===== src/rtl/a20_pkg.sv =====
package a20_pkg;
  localparam int unsigned BUS_AW       = 8;
  localparam int unsigned BUS_DW       = 8;
  localparam logic [7:0]  FAST_PORT    = 8'h92;
  localparam int unsigned FAST_BIT     = 1;
  localparam logic [7:0]  DRV_INDEX    = 8'h09;
  localparam int unsigned DRV_BIT      = 4;
  localparam int unsigned SYNC_STAGES  = 2;
endpackage


===== src/rtl/a20_sync_chain.sv =====
module a20_sync_chain #(
  parameter int unsigned STAGES    = 2,
  parameter logic        RESET_VAL = 1'b0
) (
  input  logic clk,
  input  logic rst_n,
  input  logic d,
  output logic q
);
  logic [STAGES-1:0] stage_q;

  genvar gi;
  generate
    for (gi = 0; gi < STAGES; gi++) begin : g_stage
      logic stage_d;
      if (gi == 0) begin : g_first
        assign stage_d = d;
      end else begin : g_next
        assign stage_d = stage_q[gi-1];
      end
      always_ff @(posedge clk or negedge rst_n) begin
        if (!rst_n) stage_q[gi] <= RESET_VAL;
        else        stage_q[gi] <= stage_d;
      end
    end
  endgenerate

  assign q = stage_q[STAGES-1];
endmodule


===== src/rtl/a20_req_regs.sv =====
module a20_req_regs #(
  parameter int unsigned AW        = a20_pkg::BUS_AW,
  parameter int unsigned DW        = a20_pkg::BUS_DW,
  parameter logic [AW-1:0] FAST_ADDR = AW'(a20_pkg::FAST_PORT),
  parameter int unsigned FAST_POS  = a20_pkg::FAST_BIT,
  parameter logic [AW-1:0] DRV_IDX = AW'(a20_pkg::DRV_INDEX),
  parameter int unsigned DRV_POS   = a20_pkg::DRV_BIT
) (
  input  logic          clk,
  input  logic          rst_n,
  input  logic          bus_cfg,
  input  logic          bus_wr,
  input  logic          bus_rd,
  input  logic [AW-1:0] bus_addr,
  input  logic [DW-1:0] bus_wdata,
  output logic [DW-1:0] bus_rdata,
  input  logic          link_stb,
  input  logic          link_gate,
  output logic          req_link,
  output logic          req_fast,
  output logic          drv_en
);
  logic hit_fast, hit_drv;
  logic link_q, link_d, link_ce;
  logic fast_q, fast_d, fast_ce;
  logic en_q, en_d, en_ce;
  logic unused_wdata;

  assign unused_wdata = ^bus_wdata;

  assign hit_fast = !bus_cfg && (bus_addr == FAST_ADDR);
  assign hit_drv  =  bus_cfg && (bus_addr == DRV_IDX);

  always_comb begin
    link_ce = link_stb;
    link_d  = link_gate;
    fast_ce = bus_wr && hit_fast;
    fast_d  = bus_wdata[FAST_POS];
    en_ce   = bus_wr && hit_drv;
    en_d    = bus_wdata[DRV_POS];
  end

  always_ff @(posedge clk or negedge rst_n) begin
    if (!rst_n) begin
      link_q <= 1'b0;
      fast_q <= 1'b0;
      en_q   <= 1'b0;
    end else begin
      if (link_ce) link_q <= link_d;
      if (fast_ce) fast_q <= fast_d;
      if (en_ce)   en_q   <= en_d;
    end
  end

  always_comb begin
    bus_rdata = '0;
    if (bus_rd) begin
      if (hit_fast) bus_rdata[FAST_POS] = fast_q;
      if (hit_drv)  bus_rdata[DRV_POS]  = en_q;
    end
  end

  assign req_link = link_q;
  assign req_fast = fast_q;
  assign drv_en   = en_q;

  assert_link_capture_R2: assert property (@(posedge clk) disable iff (!rst_n)
    link_stb |=> (req_link == $past(link_gate)));
  assert_link_hold_R2: assert property (@(posedge clk) disable iff (!rst_n)
    !link_stb |=> $stable(req_link));
  assert_fast_capture_R3: assert property (@(posedge clk) disable iff (!rst_n)
    (bus_wr && !bus_cfg && bus_addr == FAST_ADDR) |=> (req_fast == $past(bus_wdata[FAST_POS])));
  assert_cfg_space_R8: assert property (@(posedge clk) disable iff (!rst_n)
    (bus_wr && !bus_cfg) |=> $stable(drv_en));
endmodule


===== src/rtl/a20_pad_ctrl.sv =====
module a20_pad_ctrl #(
  parameter int unsigned STAGES = a20_pkg::SYNC_STAGES
) (
  input  logic clk,
  input  logic rst_n,
  input  logic req_link,
  input  logic req_fast,
  input  logic drv_en,
  input  logic pad_in,
  output logic pad_out,
  output logic pad_oe,
  output logic test_mode
);
  logic pad_sync;
  logic tm_q, tm_d;

  a20_sync_chain #(.STAGES(STAGES), .RESET_VAL(1'b1)) u_pad_sync (
    .clk   (clk),
    .rst_n (rst_n),
    .d     (pad_in),
    .q     (pad_sync)
  );

  always_comb begin
    tm_d = !drv_en && !pad_sync;
  end

  always_ff @(posedge clk or negedge rst_n) begin
    if (!rst_n) tm_q <= 1'b0;
    else        tm_q <= tm_d;
  end

  assign pad_out   = req_link | req_fast;
  assign pad_oe    = drv_en;
  assign test_mode = tm_q;

  assert_test_blocked_R7: assert property (@(posedge clk) disable iff (!rst_n)
    drv_en |=> !test_mode);
  assert_mask_release_R4: assert property (@(posedge clk) disable iff (!rst_n)
    (req_link || req_fast) |-> pad_out);
endmodule


===== src/rtl/a20_mask_ctrl.sv =====
module a20_mask_ctrl #(
  parameter int unsigned AW     = a20_pkg::BUS_AW,
  parameter int unsigned DW     = a20_pkg::BUS_DW,
  parameter int unsigned STAGES = a20_pkg::SYNC_STAGES
) (
  input  logic          clk,
  input  logic          rst_n,
  input  logic          bus_cfg,
  input  logic          bus_wr,
  input  logic          bus_rd,
  input  logic [AW-1:0] bus_addr,
  input  logic [DW-1:0] bus_wdata,
  output logic [DW-1:0] bus_rdata,
  input  logic          link_stb,
  input  logic          link_gate,
  output logic          pad_out,
  output logic          pad_oe,
  input  logic          pad_in,
  output logic          test_mode
);
  logic rst_sync_n;
  logic req_link, req_fast, drv_en;

  a20_sync_chain #(.STAGES(STAGES), .RESET_VAL(1'b0)) u_rst_sync (
    .clk   (clk),
    .rst_n (rst_n),
    .d     (1'b1),
    .q     (rst_sync_n)
  );

  a20_req_regs #(.AW(AW), .DW(DW)) u_regs (
    .clk       (clk),
    .rst_n     (rst_sync_n),
    .bus_cfg   (bus_cfg),
    .bus_wr    (bus_wr),
    .bus_rd    (bus_rd),
    .bus_addr  (bus_addr),
    .bus_wdata (bus_wdata),
    .bus_rdata (bus_rdata),
    .link_stb  (link_stb),
    .link_gate (link_gate),
    .req_link  (req_link),
    .req_fast  (req_fast),
    .drv_en    (drv_en)
  );

  a20_pad_ctrl #(.STAGES(STAGES)) u_pad (
    .clk       (clk),
    .rst_n     (rst_sync_n),
    .req_link  (req_link),
    .req_fast  (req_fast),
    .drv_en    (drv_en),
    .pad_in    (pad_in),
    .pad_out   (pad_out),
    .pad_oe    (pad_oe),
    .test_mode (test_mode)
  );

  assert_oe_follows_cfg_R5: assert property (@(posedge clk) disable iff (!rst_sync_n)
    (bus_wr && bus_cfg && bus_addr == AW'(a20_pkg::DRV_INDEX)) |=> (pad_oe == $past(bus_wdata[a20_pkg::DRV_BIT])));
  assert_reset_float_R1: assert property (@(posedge clk)
    !rst_sync_n |-> (!pad_oe && !test_mode));
endmodule


===== config.mk =====
export PLATFORM = sky130hd
export DESIGN_NAME = a20_mask_ctrl
export DESIGN_NICKNAME = d
export VERILOG_FILES = /design/src/rtl/a20_pkg.sv /design/src/rtl/a20_sync_chain.sv /design/src/rtl/a20_req_regs.sv /design/src/rtl/a20_pad_ctrl.sv /design/src/rtl/a20_mask_ctrl.sv
export SDC_FILE = /design/constraint.sdc
export NUM_CORES = 1
export LEC_CHECK = 0
export BUFFER_PORTS_ARGS = -buffer_cell sky130_fd_sc_hd__buf_2
export CORE_UTILIZATION = 31
export DETAILED_ROUTE_END_ITERATION = 16
export PLACE_DENSITY = 0.7
export REMOVE_ABC_BUFFERS = 1
export SYNTH_ARGS = -nofsm -noshare
export SYNTH_HDL_FRONTEND = slang
export SYNTH_SLANG_ARGS = --single-unit

===== constraint.sdc =====
create_clock -name clk -period 0.8 [get_ports clk]
set_input_delay 0.08 -clock clk [delete_from_list [all_inputs] [get_ports clk]]
set_output_delay 0.08 -clock clk [all_outputs]
set_load 0.005 [all_outputs]

==> impl_metrics.tcl, run 1 <==
set metrics [dict create \
    postRouteWirelength_um 813 \
    switching_share_pct 21.6 \
    ff2ff_path_depth 3 \
    critPathArrivalTime_ns 1.01 \
    crit_type "flop to output pin" \
    ioPinCount 35 \
    die_area_um2 1450 \
    syn_avg_cell_area_um2 13.0 \
    cp_max_fo 2 \
    finalSetupViolCount 6 \
    die_w_um 38.1 \
    netlist_area_um2 404 \
    fp.dieH_um 38.1 \
    grt_max_degree 7 \
    synth_top_cell_area_share_pct 37.2 \
    power.internal_uw 715 \
    grt_use_total_pct 14.2 \
    clk_pin_slew_ns 0.06 \
    worstReg2RegEnd "u_regs.req_fast" \
    synth_area_leaders "dfrtp_1 (37%), dfstp_2 (13%), buf_4 (11%)" \
    p_per_area_nw_per_um2 1410 \
    postRouteAntennaNets 0 \
    tns_ns -1.14 \
    finalNetCount 87 \
    period_share_pct 136 \
    holdWs_ns 0.0598 \
    insertion_delay_ns 0.25 \
    synthFlopType "dfrtp_1" \
    synth-edff-count 0 \
    fin_area_um2 648 \
    portBuffers 22 \
    rows 12 \
    r2r_start "u_regs.req_fast" \
    irDropWorstVdd_mv 0.893 \
    p_switching_uw 197 \
    cp-start-kind "flop" \
    gp_congestion 0.583 \
    floorplan.initialDensity_pct 35.0 \
    combPwrFrac_pct 15.8 \
    yosys_warnings 0 \
    grt_util_met3_pct 5.23 \
    rsz0062_at_grt "yes" \
    cts_htree_levels 1 \
    violations "negative setup slack" \
    syn2layout_area_growth_pct 60.4 \
    gr-total-overflow 0 \
    p_leak_uw 0.000323 \
    core_area_um2 1160 \
    setup_ws_ns -0.287 \
    synthTopCellsByCount "buf_4 (6), dfrtp_1 (6), nand4bb_1 (4)" \
    cts_buffer_depth 2 \
    viasPerCell 4.43 \
    end_kind "output pin" \
    status "finished with violations" \
    drt_iter0_markers 3 \
    clockRootBuffer "clkbuf_4" \
    yosysUniqueCellTypes 13 \
    drc 0 \
    drtPass1Iterations 2 \
    final_core_util_pct 56.1 \
    worstPathRequired_ns 0.72 \
    grt_antenna_before_repair 0 \
    clkPwrFrac_pct 35.6 \
    synth_largest_area_cell "dfrtp_1" \
    min_period_ns 1.09 \
    hold_violations 0 \
    cts_buffers 3 \
    grt_pass1_vias 359 \
    holdPathStages 2 \
    drive_gt1_share_pct 62.9 \
    seqPwrFrac_pct 48.6 \
    grt-busiest-layer "met2" \
    use_met1_pct 12.7 \
    drv_cap 0 \
    synth-seq-cells 8 \
    vias 337 \
    skew_ns 0.00469 \
    reg2reg_slack_ns -0.19 \
    p_total_uw 911 \
    synthCells 31 \
    drv_slew 0 \
    numClockSinks 8 \
    yosysSeqAreaShare_pct 50.2 \
    hp-class "input pin to flop" \
    hold_end "u_regs.req_fast" \
    worstHoldStart "bus_wdata[1]" \
    dpl_cell_area_um2 513 \
    cts_tree "done" \
    antenna_cells 0 \
    fmax_mhz 920 \
    grt_pass1_wl_mm 1.35 \
    use_met2_pct 26.7 \
    routedWlPerCell_um 10.7 \
    async_flop_share_pct 100 \
]
==> metrics by stage <==
step                setup WS, ns  std cells
finish                    -0.287         76
global route              -0.312         76
CTS                       -0.295         76
detailed placement        -0.291         67
global placement          -0.288         67
floorplan                -0.0979         30
==> worst max path at each step <==
stage	startpoint	end	slack, ns	cells after the start
floorplan	bus_addr[6]	u_regs.drv_en	-0.1	3
global placement	bus_addr[6]	u_regs.drv_en	-0.29	4
detailed placement	bus_addr[6]	u_regs.drv_en	-0.29	4
CTS	u_regs.req_fast	bus_rdata[1]	-0.29	3
global route	u_regs.req_fast	pad_out	-0.31	2
finish	u_regs.req_fast	pad_out	-0.29	2
==> cells in the final DEF (no fill, tap or decap) <==
master / instances
and3_1: 1
and3_4: 1
buf_2: 17
buf_4: 1
buf_6: 8
clkbuf_1: 1
clkbuf_4: 3
conb_1: 7
dfrtp_1: 6
dfstp_2: 2
dlygate4sd3_1: 2
mux2_2: 1
mux2_4: 2
nand4bb_1: 4
nor2_2: 1
nor3b_1: 2
nor4b_2: 1
nor4b_4: 1
or2_4: 1
==> what timing repair did <==
| action | 4_1_cts | 5_1_grt |
|---|---|---|
| endpoints found under the hold margin | 3 | 0 |
| gates resized for setup | 11 | 3 |
| hold buffers | 2 | 0 |
| endpoints found under the setup margin | 7 | 8 |
| pin swaps | 3 | 2 |
| buffers inserted | 3 | 0 |
==> sequential cells by signal (all words and copies together), names as in the netlist <==
| name | flops |
|---|---|
| u_pad.test_mode | 1 |
| u_pad.u_pad_sync.g_stage.stage_d | 1 |
| u_pad.u_pad_sync.q | 1 |
| u_regs.drv_en | 1 |
| u_regs.req_fast | 1 |
| u_regs.req_link | 1 |
| u_rst_sync.g_stage.stage_d | 1 |
| u_rst_sync.q | 1 |
==> power by group through the flow <==
stage | clock network [µW] | logic (µW) | registers, µW
after floorplan | 0 | 36.5 | 446
after global placement | 0 | 100 | 448
after detailed placement | 0 | 102 | 450
after CTS | 339 | 140 | 443
after global routing | 360 | 157 | 446
final | 324 | 144 | 443
==> kinds of logic (layout without fill, tap and decap cells) <==
logic type | count (synthesis) | after routing | synth area share, %
buffers and inverters | 6 | 32 | 11.1
DFF | 8 | 8 | 50.2
muxes | 3 | 3 | 8.36
other | 2 | 7 | 1.86
and+or+nand+nor | 12 | 12 | 28.5
==> area by class of cell <==
cell class | count | area [µm²]
Clock buffer | 4 | 26.3
Fill cell | 96 | 508
Multi-Input combinational cell | 22 | 199
Sequential cell | 8 | 203
Tap cell | 14 | 17.5
Timing Repair Buffer | 28 | 203
==> worst max-delay path: stages, from the launching register on <==
cell and delay (ns):
dfrtp_1 0.39, or2_4 0.25, buf_6 0.11
==> metal layers <==
metal	vias up	part of all wire, %
met4	0	0
met5	-	0
li1	159	-
met2	22	53
met3	0	8.0
met1	156	39
Note: power is estimated with default switching activity, not from simulation.
==> inputs of run 2 (changes only) <==
--- a/config.mk
+++ b/config.mk
@@ -6,9 +6,10 @@
 export NUM_CORES = 1
 export LEC_CHECK = 0
 export BUFFER_PORTS_ARGS = -buffer_cell sky130_fd_sc_hd__buf_2
-export CORE_UTILIZATION = 31
+export CORE_AREA = 2 2 39 41
 export DETAILED_ROUTE_END_ITERATION = 16
-export PLACE_DENSITY = 0.7
+export DIE_AREA = 0 0 41 43
+export PLACE_DENSITY = 0.66
 export REMOVE_ABC_BUFFERS = 1
 export SYNTH_ARGS = -nofsm -noshare
 export SYNTH_HDL_FRONTEND = slang
==> constraint.sdc (replaced) <==
create_clock -name clk -period 1.2 [get_ports clk]
set_input_delay 0.12 -clock clk [delete_from_list [all_inputs] [get_ports clk]]
set_output_delay 0.12 -clock clk [all_outputs]
set_load 0.005 [all_outputs]
==> run 2 against run 1 <==
The flow now finishes without violations. Critical path depth unchanged. Design area decreased by 13%. Die area increased by 21%. Sequential power decreased by 33%. Register-to-register slack improved by 0.58 ns. First-iteration DRC count decreased by 33%. Via count decreased by 7.4%. Clock skew increased by 0.0046 ns. Sequential share of layout area increased by 4.7 points. Global-route usage decreased by 4.9 points. Clock-buffer cell count unchanged. Highest routed layer unchanged.
==> impl_metrics.tcl, run 2 (same netlist as run 1, synthesis figures left out) <==
set metrics [dict create \
    grt_antenna_before_repair 0 \
    grt_max_degree 7 \
    worstPathRequired_ns 1.08 \
    drv_slew 0 \
    drv_cap 0 \
    die_w_um 41 \
    routedWlPerCell_um 9.14 \
    layout_common_cells "buf_2 (21), conb_1 (7), dfrtp_1 (6), nand4bb_1 (4), clkbuf_4 (3)" \
    cts_htree_levels 1 \
    syn2layout_area_growth_pct 39.3 \
    core_area_um2 1380 \
    fillers 146 \
    floorplan.initialDensity_pct 29.2 \
    cp-start-kind "flop" \
    finalNetCount 83 \
    grt_use_total_pct 9.37 \
    rsz0062_at_grt "no" \
    drtPass1Iterations 2 \
    critPathArrivalTime_ns 1.01 \
    crit_type "flop to output pin" \
    postRouteWirelength_um 676 \
    cts_buffer_depth 2 \
    min_period_ns 1.13 \
    holdWs_ns 0.0813 \
    p_per_area_nw_per_um2 1050 \
    gr-total-overflow 0 \
    gp_congestion 0.592 \
    cts_buffers 3 \
    end_kind "output pin" \
    insertion_delay_ns 0.25 \
    grt_pass1_vias 285 \
    clockRootBuffer "clkbuf_4" \
    rows 14 \
    place_inst 68 \
    regArea_um2 203 \
    viasPerCell 4.22 \
    fp.dieH_um 43 \
    multiInputGateArea_um2 178 \
    die_area_um2 1760 \
    hpwl_um 583 \
    hp-class "input pin to flop" \
    p_leak_uw 0.000289 \
    portBuffers 22 \
    antenna_cells 0 \
    drt_iter0_markers 2 \
    drive_gt1_share_pct 51.7 \
    final_common_cell "buf_2" \
    preCtsSetupSlack_ns 0.0690 \
    tns_ns 0 \
    post_cts_buffers 0 \
    finalSetupViolCount 0 \
    final_core_util_pct 40.7 \
    drc 0 \
    ioPinCount 35 \
    grt_pass1_wl_mm 1.06 \
    cts_tree "done" \
    numClockSinks 8 \
    setup_ws_ns 0.0677 \
    stdcell_count 74 \
    period_share_pct 94.4 \
    skew_ns 0.00925 \
    status "completed" \
    irDropWorstVdd_mv 0.546 \
    vias 312 \
    hold_violations 0 \
    postRouteAntennaNets 0 \
    fmax_mhz 883 \
    cp_max_fo 3 \
    clk_pin_slew_ns 0.06 \
]
run 2: layer usage:
| layer | vias to the layer above | GRT usage, % | wire, µm |
|---|---|---|---|
| met4 | 0 | 8.00 | 0 |
| met1 | 147 | 9.09 | 248 |
| met5 | - | 0 | 0 |
| li1 | 151 | - | - |
| met3 | 0 | 3.14 | 59 |
| met2 | 14 | 14.7 | 368 |
run 2: final timing paths:
kind                                 startpoint                 end  slack [ns]  cells after the start
min in group asynchronous          u_rst_sync.q       u_regs.drv_en        0.10                      0
worst min register to register     u_rst_sync.q       u_regs.drv_en        0.10                      0
worst min-delay path               bus_wdata[1]     u_regs.req_fast        0.08                      2
worst max register to register  u_regs.req_fast     u_regs.req_fast        0.39                      1
max in group asynchronous          u_rst_sync.q  u_pad.u_pad_sync.q        0.83                      0
worst max-delay path            u_regs.req_fast             pad_out        0.07                      2
run 2: critical path, cell delays in order, from the launching register on:
cell and delay [ns]:
dfrtp_1 0.39, or2_4 0.25, buf_6 0.11
run 2: cell type report:
| class | instances | share of cell area [%] |
|---|---|---|
| sequential | 8 | 36.0 |
| multi-input combinational | 22 | 31.6 |
| tap | 16 | 3.56 |
| timing repair buffer | 24 | 24.2 |
| clock buffer | 4 | 4.67 |
run 2: through the flow:
step	total power, µW	area [µm²]
final	589	563
after global placement	364	508
after detailed placement	366	508
after floorplan	322	378
after CTS	595	554
after global routing	626	563
run 2: power breakdown:
part	leakage (µW)	internal, µW	switching (µW)
registers	0.0000954	286	8.28
logic	0.000179	49.4	28.5
clock network	0.0000150	127	89.2
total	0.000289	463	126
run 2: what timing repair did:
| item | CTS | global route |
|---|---|---|
| hold buffers | 2 | 0 |
| resized for setup | 0 | 2 |
| endpoints found under the setup margin | 0 | 1 |
| endpoints found under the hold margin | 3 | 0 |
==> inputs of run 3 (changes only) <==
--- a/config.mk
+++ b/config.mk
@@ -7,6 +7,7 @@
 export LEC_CHECK = 0
 export BUFFER_PORTS_ARGS = -buffer_cell sky130_fd_sc_hd__buf_2
 export CORE_AREA = 2 2 39 41
+export CTS_BUF_LIST = sky130_fd_sc_hd__clkbuf_16
 export DETAILED_ROUTE_END_ITERATION = 16
 export DIE_AREA = 0 0 41 43
 export PLACE_DENSITY = 0.66
==> run 3 against run 2 <==
Global-route usage grew 0.20 points. Non-clock buffer count is the same. Final cell count is the same. Power grew 57%. Die area is the same. Critical endpoint unchanged. Utilization grew 3.2 points. Clock power grew to 2.6 times the previous value. Combinational power shrank 9.2%.
==> impl_metrics.tcl, run 3 (same netlist as run 1, synthesis figures left out) <==
set metrics [dict create \
    r2r_start "u_regs.drv_en" \
    die_w_um 41 \
    period_share_pct 95.8 \
    fmax_mhz 870 \
    seqPwrFrac_pct 32.0 \
    p_per_area_nw_per_um2 1520 \
    p_total_uw 923 \
    min_period_ns 1.15 \
    dpl_cell_area_um2 508 \
    combPwrFrac_pct 7.7 \
    skew_ns 0.00429 \
    finalSetupViolCount 0 \
    postRouteAntennaNets 0 \
    place_inst 68 \
    floorplan.initialDensity_pct 29.2 \
    hpwl_um 583 \
    status "completed" \
    critPathArrivalTime_ns 1.03 \
    cp_max_fo 3 \
    fin_area_um2 607 \
    die_area_um2 1760 \
    portBuffers 22 \
    hp-class "flop to async pin" \
    power.internal_uw 764 \
    fp.dieH_um 43 \
    fillers 143 \
    grt_max_degree 7 \
    drt_iter0_markers 0 \
    final_common_cell "buf_2" \
    drtPass1Iterations 1 \
    cts_buffers 3 \
    drive_gt1_share_pct 51.7 \
    tns_ns 0 \
    cts_tree "done" \
    clk_pin_slew_ns 0.04 \
    routedWlPerCell_um 9.22 \
    gp_congestion 0.592 \
    cp-start-kind "flop" \
    postRouteWirelength_um 682 \
    numClockSinks 8 \
    crit_path_start "u_regs.req_fast" \
    worstPathRequired_ns 1.08 \
    vias 313 \
    cts_buffer_depth 2 \
    clkPwrFrac_pct 60.3 \
    drc 0 \
    irDropWorstVdd_mv 0.975 \
    clockRootBuffer "clkbuf_16" \
    rows 14 \
    post_cts_resized 0 \
    end_kind "output pin" \
    hold_violations 0 \
    grt_pass1_vias 290 \
    core_area_um2 1380 \
    final_core_util_pct 43.9 \
    switching_share_pct 17.2 \
    gr-total-overflow 0 \
    antenna_cells 0 \
    insertion_delay_ns 0.23 \
    drv_cap 0 \
    syn2layout_area_growth_pct 50.2 \
    grt_pass1_wl_mm 1.08 \
    rsz0062_at_grt "no" \
    ioPinCount 35 \
    finalNetCount 83 \
    stdcell_count 74 \
    p_switching_uw 159 \
    grt_antenna_before_repair 0 \
    grt_use_total_pct 9.57 \
    crit_type "flop to output pin" \
    layout_common_cells "buf_2 (22), conb_1 (7), dfrtp_1 (6), nand4bb_1 (4), clkbuf_16 (3)" \
    cts_htree_levels 1 \
    viasPerCell 4.23 \
    p_leak_uw 0.000314 \
    drv_slew 0 \
]
[run 3: per-stage QoR]
step / hold slack, ns / setup slack, ns
after global placement: -0.0932 / 0.0744
after global routing: 0.107 / 0.0186
after CTS: 0.103 / 0.0364
after detailed placement: -0.0929 / 0.0690
final: 0.0931 / 0.0507
after floorplan: -0.176 / 0.262
[run 3: worst paths after layout]
check / end / slack, ns / cells past startpoint
worst max-delay path: pad_out / 0.05 / 2
worst min-delay path: u_regs.drv_en / 0.09 / 0
worst max register to register: u_regs.drv_en / 0.39 / 1
worst min register to register: u_regs.drv_en / 0.09 / 0
max in group asynchronous: u_pad.u_pad_sync.q / 0.84 / 0
min in group clk: u_regs.req_fast / 0.10 / 2
[run 3: worst max-delay path, stage by stage (launching register included)]
cell     delay [ns]
dfrtp_1        0.38
or2_2          0.29
buf_2          0.13
[run 3: what timing repair did]
item	CTS	global route
endpoints found under the hold margin	3	0
buffers inserted	0	0
hold buffers	2	0
[run 3: layout make-up]
class	count	area (µm²)	area share, %
clock inverter	1	3.75	0.619
multi-input combinational	22	175	28.9
clock buffer	3	75.1	12.4
timing repair buffer	24	130	21.4
sequential	8	203	33.4
tap	16	20.0	3.30
[run 3: routing by layer]
metal / global-route usage (%) / vias to the layer above / part of all wire [%]
met2: 15.0 / 14 / 56
li1: - / 151 / -
met5: 0 / - / 0
met1: 9.43 / 148 / 36
met3: 1.57 / 0 / 8.2
met4: 10.0 / 0 / 0
[run 3: power by group through the flow]
stage | combinational (µW) | sequential, µW | clock [µW]
after floorplan | 24.3 | 297 | 0
after global placement | 64.9 | 299 | 0
after detailed placement | 66.2 | 300 | 0
after CTS | 71.3 | 296 | 579
after global routing | 79.9 | 298 | 595
final | 70.7 | 295 | 557
